[src/rtl/disp_irq_pkg.sv]
package disp_irq_pkg;
  localparam int EVT_W     = 10;
  localparam int REG_IDX_W = 3;

  // Event bit positions (software decodes these)
  localparam int EV_FRAME     = 0;
  localparam int EV_RASTER    = 1;
  localparam int EV_SYNC_LOSS = 2;
  localparam int EV_BIAS_CNT  = 3;
  localparam int EV_UNDERRUN  = 5;
  localparam int EV_PAL_LOAD  = 6;
  localparam int EV_EOF_A     = 8;
  localparam int EV_EOF_B     = 9;

  typedef enum logic [REG_IDX_W-1:0] {
    REG_RAW    = 3'd0,
    REG_MASKED = 3'd1,
    REG_EN_SET = 3'd2,
    REG_EN_CLR = 3'd3,
    REG_EOI    = 3'd4
  } reg_idx_e;

  function automatic logic [EVT_W-1:0] build_impl_mask();
    logic [EVT_W-1:0] m;
    m = '0;
    m[EV_FRAME]     = 1'b1;
    m[EV_RASTER]    = 1'b1;
    m[EV_SYNC_LOSS] = 1'b1;
    m[EV_BIAS_CNT]  = 1'b1;
    m[EV_UNDERRUN]  = 1'b1;
    m[EV_PAL_LOAD]  = 1'b1;
    m[EV_EOF_A]     = 1'b1;
    m[EV_EOF_B]     = 1'b1;
    return m;
  endfunction

  localparam logic [EVT_W-1:0] IMPL_MASK = build_impl_mask();
endpackage

[src/rtl/disp_irq_status.sv]
module disp_irq_status
  import disp_irq_pkg::*;
(
  input  logic             clk,
  input  logic             rst_n,
  input  logic [EVT_W-1:0] evt_i,
  input  logic [EVT_W-1:0] clr_i,
  output logic [EVT_W-1:0] raw_o
);
  logic rsv_unused;
  assign rsv_unused = ^((evt_i | clr_i) & ~IMPL_MASK);

  for (genvar i = 0; i < EVT_W; i++) begin : g_bit
    if (IMPL_MASK[i]) begin : g_live
      logic q;
      always_ff @(posedge clk or negedge rst_n) begin
        if (!rst_n)        q <= 1'b0;
        else if (evt_i[i]) q <= 1'b1;   // event has priority over clear
        else if (clr_i[i]) q <= 1'b0;
      end
      assign raw_o[i] = q;
    end else begin : g_rsv
      assign raw_o[i] = 1'b0;
    end
  end
endmodule

[src/rtl/disp_irq_enable.sv]
module disp_irq_enable
  import disp_irq_pkg::*;
(
  input  logic             clk,
  input  logic             rst_n,
  input  logic [EVT_W-1:0] set_i,
  input  logic [EVT_W-1:0] clr_i,
  output logic [EVT_W-1:0] en_o
);
  logic rsv_unused;
  assign rsv_unused = ^((set_i | clr_i) & ~IMPL_MASK);

  for (genvar i = 0; i < EVT_W; i++) begin : g_bit
    if (IMPL_MASK[i]) begin : g_live
      logic q;
      always_ff @(posedge clk or negedge rst_n) begin
        if (!rst_n)        q <= 1'b0;
        else if (set_i[i]) q <= 1'b1;
        else if (clr_i[i]) q <= 1'b0;
      end
      assign en_o[i] = q;
    end else begin : g_rsv
      assign en_o[i] = 1'b0;
    end
  end
endmodule

[src/rtl/disp_irq_line.sv]
module disp_irq_line (
  input  logic clk,
  input  logic rst_n,
  input  logic pend_i,
  input  logic eoi_i,
  output logic irq_o
);
  logic irq_q;

  always_ff @(posedge clk or negedge rst_n) begin
    if (!rst_n)      irq_q <= 1'b0;
    else if (eoi_i)  irq_q <= 1'b0;
    else if (!irq_q) irq_q <= pend_i;
  end

  assign irq_o = irq_q;
endmodule

[src/rtl/disp_irq_ctrl.sv]
module disp_irq_ctrl
  import disp_irq_pkg::*;
#(
  parameter int DATA_W = 32,
  parameter int ADDR_W = 3
) (
  input  logic              clk,
  input  logic              rst_n,
  input  logic [EVT_W-1:0]  evt_i,
  input  logic              cfg_wr,
  input  logic              cfg_rd,
  input  logic [ADDR_W-1:0] cfg_addr,
  input  logic [DATA_W-1:0] cfg_wdata,
  output logic [DATA_W-1:0] cfg_rdata,
  output logic              irq_o
);
  localparam int PAD_W = DATA_W - EVT_W;
  localparam logic [ADDR_W-1:0] A_RAW = ADDR_W'(REG_RAW);
  localparam logic [ADDR_W-1:0] A_MSK = ADDR_W'(REG_MASKED);
  localparam logic [ADDR_W-1:0] A_SET = ADDR_W'(REG_EN_SET);
  localparam logic [ADDR_W-1:0] A_CLR = ADDR_W'(REG_EN_CLR);
  localparam logic [ADDR_W-1:0] A_EOI = ADDR_W'(REG_EOI);

  logic [EVT_W-1:0] wbits, w1c, en_set, en_clr, raw_q, en_q, masked;
  logic             eoi;
  logic             wdata_unused;
  logic [DATA_W-1:0] rd_n, rdata_q;

  assign wbits        = cfg_wdata[EVT_W-1:0];
  assign wdata_unused = ^cfg_wdata[DATA_W-1:EVT_W];

  assign w1c    = (cfg_wr && cfg_addr == A_MSK) ? wbits : '0;
  assign en_set = (cfg_wr && cfg_addr == A_SET) ? wbits : '0;
  assign en_clr = (cfg_wr && cfg_addr == A_CLR) ? wbits : '0;
  assign eoi    = cfg_wr && (cfg_addr == A_EOI);

  disp_irq_status u_status (
    .clk   (clk),
    .rst_n (rst_n),
    .evt_i (evt_i),
    .clr_i (w1c),
    .raw_o (raw_q)
  );

  disp_irq_enable u_enable (
    .clk   (clk),
    .rst_n (rst_n),
    .set_i (en_set),
    .clr_i (en_clr),
    .en_o  (en_q)
  );

  assign masked = raw_q & en_q;

  disp_irq_line u_line (
    .clk    (clk),
    .rst_n  (rst_n),
    .pend_i (|masked),
    .eoi_i  (eoi),
    .irq_o  (irq_o)
  );

  always_comb begin
    if (cfg_addr == A_RAW)                          rd_n = {{PAD_W{1'b0}}, raw_q};
    else if (cfg_addr == A_MSK)                     rd_n = {{PAD_W{1'b0}}, masked};
    else if (cfg_addr == A_SET || cfg_addr == A_CLR) rd_n = {{PAD_W{1'b0}}, en_q};
    else                                            rd_n = '0;
  end

  always_ff @(posedge clk or negedge rst_n) begin
    if (!rst_n)      rdata_q <= '0;
    else if (cfg_rd) rdata_q <= rd_n;
  end

  assign cfg_rdata = rdata_q;
endmodule

[config.mk]
export PLATFORM = sky130hd
export DESIGN_NAME = disp_irq_ctrl
export DESIGN_NICKNAME = d
export VERILOG_FILES = /design/src/rtl/disp_irq_pkg.sv /design/src/rtl/disp_irq_status.sv /design/src/rtl/disp_irq_enable.sv /design/src/rtl/disp_irq_line.sv /design/src/rtl/disp_irq_ctrl.sv
export SDC_FILE = /design/constraint.sdc
export NUM_CORES = 1
export LEC_CHECK = 0
export ABC_CLOCK_PERIOD_IN_PS = 1690
export BUFFER_PORTS_ARGS = -buffer_cell sky130_fd_sc_hd__buf_2
export CAP_MARGIN = 0
export CORE_MARGIN = 10
export CORE_UTILIZATION = 43
export DETAILED_ROUTE_END_ITERATION = 6
export GPL_TIMING_DRIVEN = 0
export PLACE_DENSITY = 0.79
export SLEW_MARGIN = 10
export SYNTH_ARGS = -nofsm -noshare
export SYNTH_HDL_FRONTEND = slang
export SYNTH_SLANG_ARGS = --single-unit
[constraint.sdc]
create_clock -name clk -period 1.69 [get_ports clk]
set_clock_uncertainty 0.2 [all_clocks]
set_input_delay 0.169 -clock clk [delete_from_list [all_inputs] [get_ports clk]]
set_output_delay 0.169 -clock clk [all_outputs]
set_load 0.005 [all_outputs]
==> results by group, run 1 <==
Status
  – Status: finished clean

Global routing
  – Largest net degree at the start of global routing: 26
  – Congestion Overflow GR: 0
  – Vias in the first global route: 1298
  – Initial antenna violation count: 0
  – First-pass GRT wire length: 6240 um
  – Total track usage: between 10% and 20%

Clock tree
  – Post-CTS Setup Bufs: 0
  – Root buffer cell: clkbuf_4
  – CTS tree: built
  – CTS Buf Count: 3
  – Clock buffer depth: 2
  – Clk pin slew, worst setup/hold paths: 130 ps
  – Hold_buf cts: 34
  – H-tree depth: 1
  – Post-CTS resize count: 0
  – Worst-skew pair later-pin latency: 310 ps
  – CTS Sinks: 25

Logic synthesis
  – Yosys warns: 0
  – Synth Register Bits: 25
  – Top cell type by total area after synthesis: dfrtp_1
  – Post-Syn Area: around 1400 um^2
  – Syn avg cell area: around 10 um^2
  – Synth top area share: between 40% and 50%
  – Register area share after synthesis: a little under half
  – Synth top area cells: dfrtp_1 45%, buf_4 14%, mux2i_1 5.8%
  – Post-Synthesis Cells: between 100 and 150
  – Number of library cell types mapped by synthesis: 21

Worst hold path
  – Worst Hold Depth: 3
  – Hold Path End: u_line.irq_o
  – Min-delay src: cfg_addr[0]
  – Hold Path Class: in2reg

Drt
  – Initial DRT Pass Iterations: 4
  – Routed via count: 1185
  – Initial DRC Count: 44
  – Routed WL per cell: 13.2 um
  – Vias per inst: 4.36
  – Post-DRT Antenna Nets: 0
  – Routed WL: 3600 um
  – Residual DRC: 0

STA
  – Worst Max-Slew Pin Slew: 554 ps
  – Final setup viols: 0
  – Hold Violations, Final: 0
  – Tmin final: 1620 ps
  – Pins Over Slew Limit: 0
  – Setup tns final: 0 ps
  – Period utilization: 95.7%
  – RSZ-0062 raised after global routing: no
  – Max-slew headroom: 63.0%
  – Maximum clock rate: 618 MHz

Layout
  – Multi-input gate area: 546 um^2
  – FILL cells: 257
  – Ratio of cells with drive above 1 in the final layout: 31.6%
  – Final antenna diode count: 0
  – Register Area: 626 um^2
  – Core Util, Final: 66.7%
  – Area growth syn-to-layout: 47.8%
  – Final nets: between 200 and 300

Pwr
  – Seq pwr share: 53.7%
  – Pint: 976 uW
  – Switching power: 371 uW
  – Leak pwr: roughly 0.0010 uW
  – Cell Pwr Density: around 660 nW/um^2
  – Logic pwr share: 26.8%
  – Clock power frac: 19.5%
  – VDD IR max: 0.492 mV
  – Sw frac: between 20 and 30%

Floorplanning
  – Die area: 5870 um^2
  – Initial core utilization: 45.1%
  – Die Height: 76.6 um
  – Num ports: 82
  – Core area: 3050 um^2
  – Site row count: 20
  – Die X: 76.6 um

Critical path
  – Critical R2R Launch: u_enable.g_bit[0].g_live.q
  – Worst endpoint required time: 1750 ps
  – R2R cell count: 3
  – CP startpoint: cfg_wdata[0]
  – Critical Path Source Type: primary input
  – Critical path class: in2reg
  – Crit path DAT: 1680 ps
  – CP max FO: 2
  – FF-to-FF setup slack: ~220 ps
  – Worst setup EP type: register
  – FF-to-FF End: u_enable.g_bit[0].g_live.q

Placement
  – Port Buffers: 30
  – DP HPWL: 2440 um
  – GP Congestion: a little under 0.8

Job
  – Maxcap violations: 0
layer usage:
metal | vias up | part of all wire [%] | global-route usage (%)
li1 | 591 | - | -
met1 | 531 | 44 | 15.6
met2 | 54 | 45 | 19.2
met3 | 9 | 8.5 | 4.95
met4 | 0 | 1.7 | 3.72
met5 | - | 0 | 0
through the flow:
| stage | cells | cell area (um^2) | worst slack, ps | total power, uW | hold slack (ps) |
|---|---|---|---|---|---|
| 4_1_cts | 272 | 2040 | 108 | 1340 | 89.3 |
| 6_report | 272 | 2040 | 72.7 | 1350 | 85.6 |
| 3_5_place_dp | 234 | 1670 | 360 | 997 | -12.0 |
| 5_1_grt | 272 | 2040 | 7.51 | 1430 | 123 |
| 3_3_place_gp | 234 | 1670 | 356 | 988 | -14.1 |
| 2_1_floorplan | 160 | 1460 | 453 | 891 | -327 |
worst max-delay path, cell delays in order:
cell	delay, ps
dlygate4sd3_1	530
buf_2	130
nand2_1	70
mux2i_1	200
dlygate4sd3_1	580
power groups by stage:
stage | logic (uW) | registers [uW] | clock network [uW]
global route | 405 | 733 | 291
finish | 361 | 723 | 263
detailed placement | 265 | 732 | 0
global placement | 261 | 727 | 0
floorplan | 169 | 723 | 0
CTS | 352 | 719 | 270
worst max path at each step:
| stage | depth (start not counted) | slack, ps | to |
|---|---|---|---|
| after floorplan | 3 | 450 | u_line.irq_o |
| after global placement | 3 | 360 | u_line.irq_o |
| after detailed placement | 3 | 360 | u_line.irq_o |
| after CTS | 4 | 110 | u_enable.g_bit[3].g_live.q |
| after global routing | 5 | 8 | u_enable.g_bit[0].g_live.q |
| final | 5 | 70 | u_enable.g_bit[0].g_live.q |
placed cells by master, fill, tap and decap left out, drive strengths merged:
cell type    count
o21ai            8
a22oi            2
and4bb           1
a31oi            1
o211ai           8
inv             16
mux2i            8
a21oi            1
clkbuf           5
conb            24
and4             1
dlygate4sd3     34
nor2             1
and3b            1
a21o             8
o21ba            8
dfrtp           25
buf             59
nand2           16
a222oi           1
sequential cells by signal, summed over array words and instances, names as in the netlist:
signal,flops
u_line.irq_o,1
u_enable.g_bit.g_live.q,8
u_status.g_bit.g_live.q,8
cfg_rdata,8
synth_stat cells:
cell type  instances
a21o_1             8
a21oi_1            1
a222oi_1           1
a22oi_1            2
a31oi_1            1
and3b_1            1
and4_1             1
and4bb_1           1
buf_4             26
buf_6              3
clkbuf_1           1
conb_1             1
dfrtp_1           25
inv_1             16
mux2i_1            8
nand2_1           15
nand2_2            1
nor2_2             1
o211ai_1           8
o21ai_0            8
o21ba_2            8
cells by family after synthesis:
group           synth area share, %
other cells                   0.272
buf+inv                        21.3
compound gates                 20.1
mux                            5.81
flops                          45.4
simple gates                   7.18
final cells by class:
| class | count | share of cell area (%) |
|---|---|---|
| Buffer | 30 | 11.4 |
| Tap cell | 44 | 2.70 |
| Multi-Input combinational cell | 89 | 26.8 |
| Sequential cell | 25 | 30.7 |
| Inverter | 16 | 2.95 |
| Timing Repair Buffer | 64 | 24.1 |
| Clock buffer | 4 | 1.29 |
Power figures use the tool's default switching activity.
==> inputs of run 2 (changes only) <==
--- a/config.mk
+++ b/config.mk
@@ -12,7 +12,7 @@
 export CORE_UTILIZATION = 43
 export DETAILED_ROUTE_END_ITERATION = 6
 export GPL_TIMING_DRIVEN = 0
-export PLACE_DENSITY = 0.79
+export PLACE_DENSITY_LB_ADDON = 0.1
 export SLEW_MARGIN = 10
 export SYNTH_ARGS = -nofsm -noshare
 export SYNTH_HDL_FRONTEND = slang
==> run 2 against run 1 <==
Net effect:
- sequential share of layout area is 0.75 points higher
- first-iteration DRC count is 27% lower
- count of clock-buffer cells in the layout is 1 lower
==> results by group, run 2 (synthesis gave the netlist of run 1 again) <==
Critical path
  – CP peak stage delay: 560 ps (was 580 ps)
  – Worst setup EP type: register (unchanged)
  – CP endpoint: u_status.g_bit[6].g_live.q (was u_enable.g_bit[0].g_live.q)
  – Worst path depth: 5 (unchanged)
  – R2R cell count: 2 (was 3)
  – CP max FO: 2 (unchanged)
  – Critical Path Source Type: primary input (unchanged)
  – Crit path DAT: 1590 ps (was 1680 ps)
  – Buf/Inv on CP: 3 (unchanged)
  – Family with the most delay on the worst path: buffers and inverters (unchanged)
  – Most frequent CP cell: dlygate4sd3_1 (unchanged)
  – FF-to-FF End: u_status.g_bit[6].g_live.q (was u_enable.g_bit[0].g_live.q)
  – Worst endpoint required time: 1700 ps (was 1750 ps)
  – Critical R2R Launch: u_status.g_bit[6].g_live.q (was u_enable.g_bit[0].g_live.q)
  – Cell Chain, Critical Path: dlygate4sd3_1, buf_2, nand2_1, a21o_1, dlygate4sd3_1 (was dlygate4sd3_1, buf_2, nand2_1, mux2i_1, dlygate4sd3_1)
  – FF-to-FF setup slack: 230 ps (was 220 ps)
  – Critical path's slowest cell: dlygate4sd3_1 (unchanged)
  – CP startpoint: cfg_wdata[6] (was cfg_wdata[0])
  – Critical path class: in2reg (unchanged)

Clock tree
  – Root buffer cell: clkbuf_4 (unchanged)
  – CTS Sinks: 25 (unchanged)
  – Worst-skew pair later-pin latency: 320 ps (was 310 ps)
  – CTS Buf Count: 3 (unchanged)
  – Clk pin slew, worst setup/hold paths: 140 ps (was 130 ps)
  – Clock buffer depth: 2 (unchanged)
  – H-tree depth: 1 (unchanged)
  – CTS tree: built (unchanged)

Global routing
  – Most Crowded Layer GR: met2 (unchanged)
  – Met1 usage: 15.7% (was 15.6%)
  – Vias in the first global route: 1227 (was 1298)
  – Met2 GRT Util: 19.7% (was 19.2%)
  – Total track usage: 12.7% (was 12.5%)
  – Congestion Overflow GR: 0 (unchanged)
  – GR met3 Demand/Resource: 3.77% (was 4.95%)
  – First-pass GRT wire length: 6160 um (was 6240 um)
  – Initial antenna violation count: 0 (unchanged)
  – Largest net degree at the start of global routing: 26 (unchanged)

Layout
  – Final antenna diode count: 0 (unchanged)
  – Final nets: 273 (was 278)
  – Most common cell after layout, fill and taps aside: buf_2 (was dlygate4sd3_1)
  – Most frequent cells in the layout: 30 x buf_2, 29 x dlygate4sd3_1, 26 x buf_4 (was 34 x dlygate4sd3_1, 30 x buf_2, 26 x buf_4)
  – Area growth syn-to-layout: 44.2% (was 47.8%)
  – Core Util, Final: 65.1% (was 66.7%)
  – Ratio of cells with drive above 1 in the final layout: 32.7% (was 31.6%)

Pwr
  – Cell Pwr Density: 660 nW/um^2 (was 662 nW/um^2)
  – Leak pwr: 0.000996 uW (was 0.00101 uW)
  – VDD IR max: 0.415 mV (was 0.492 mV)

Floorplanning
  – Die Height: 76.6 um (unchanged)
  – Die area: 5870 um^2 (unchanged)
  – Core area: 3050 um^2 (unchanged)
  – Die X: 76.6 um (unchanged)
  – Initial core utilization: 45.1% (unchanged)
  – Num ports: 82 (unchanged)
  – Site row count: 20 (unchanged)

Placement
  – Port Buffers: 30 (unchanged)
  – DP HPWL: 2540 um (was 2440 um)
  – Pre-CTS setup slack: 358 ps (was 360 ps)
  – GP Congestion: 0.768 (was 0.780)

STA
  – Final setup viols: 0 (unchanged)
  – RSZ-0062 raised after global routing: no (unchanged)
  – Max-slew headroom: 62.9% (was 63.0%)
  – Maximum clock rate: 636 MHz (was 618 MHz)
  – Hold Violations, Final: 0 (unchanged)
  – Final Worst Setup Slack: 117 ps (was 72.7 ps)
  – Worst Max-Slew Pin Slew: 556 ps (was 554 ps)
  – Final Hold Slack: 31.4 ps (was 85.6 ps)
  – Setup tns final: 0 ps (unchanged)
  – Pins Over Slew Limit: 0 (unchanged)
  – Period utilization: 93.1% (was 95.7%)
  – Tmin final: 1570 ps (was 1620 ps)

Drt
  – Vias per inst: 4.33 (was 4.36)
  – Post-DRT Antenna Nets: 0 (unchanged)
  – Routed WL: 3560 um (was 3600 um)
  – Initial DRC Count: 32 (was 44)
  – Residual DRC: 0 (unchanged)
  – Initial DRT Pass Iterations: 4 (unchanged)
  – Routed WL per cell: 13.3 um (was 13.2 um)
  – Routed via count: 1157 (was 1185)

Worst hold path
  – Hold Path Class: in2reg (unchanged)

Job
  – Maxcap violations: 0 (unchanged)

Status
  – Status: finished clean (unchanged)
## run 2: cell types whose count changed in the layout (fill, tap and decap cells not counted)
cell / change
clkbuf_1: -1
clkinv_2: +1
dlygate4sd3_1: -5
## run 2: layout make-up
type | count | area [um^2]
clock buffers | 3 | 22.5
fillers | 280 | 1070
multi-input cells | 89 | 546
inverters | 16 | 60.1
flip-flops and latches | 25 | 626
plain buffers | 30 | 233
well taps | 44 | 55.1
repair buffers | 59 | 440
clock inverters | 1 | 5.00
## run 2: worst min-delay path, cell delays in order
cell and delay [ps]:
buf_4 110, nor2_2 80, a31oi_1 160
## run 2: how the worst min path moves through the flow
stage	depth (start not counted)	slack, ps	to	startpoint
4_1_cts	3	4	u_line.irq_o	cfg_addr[0]
2_1_floorplan	0	-330	cfg_rdata[0]	rst_n
3_3_place_gp	1	-10	u_status.g_bit[9].g_live.q	rst_n
5_1_grt	3	70	u_line.irq_o	cfg_addr[0]
3_5_place_dp	1	-5	u_status.g_bit[9].g_live.q	rst_n
6_report	3	30	u_line.irq_o	cfg_addr[0]
## run 2: timing repair
item	CTS	global route
setup buffers	0	0
hold buffers	29	1
endpoints found under the hold margin	45	7
resized for setup	0	0
setup endpoints to repair	0	1
## run 2: power by group
| group | internal [uW] | switching (uW) |
|---|---|---|
| Combinational | 182 | 138 |
| Sequential | 669 | 49.7 |
| Clock | 88.8 | 183 |
## run 2: per-layer routing
layer / part of all wire [%] / routed length, um / vias to the layer above
li1: - / - / 578
met5: 0 / 0 / -
met1: 46 / 1640 / 529
met3: 7.4 / 263 / 4
met2: 45 / 1590 / 46
met4: 1.7 / 62 / 0
## run 2: metrics by stage
| stage | total power [uW] | instances | instance area, um^2 |
|---|---|---|---|
| 2_1_floorplan | 891 | 160 | 1460 |
| 3_3_place_gp | 986 | 234 | 1670 |
| 3_5_place_dp | 1000 | 234 | 1670 |
| 4_1_cts | 1320 | 267 | 1990 |
| 5_1_grt | 1390 | 267 | 1990 |
| 6_report | 1310 | 267 | 1990 |
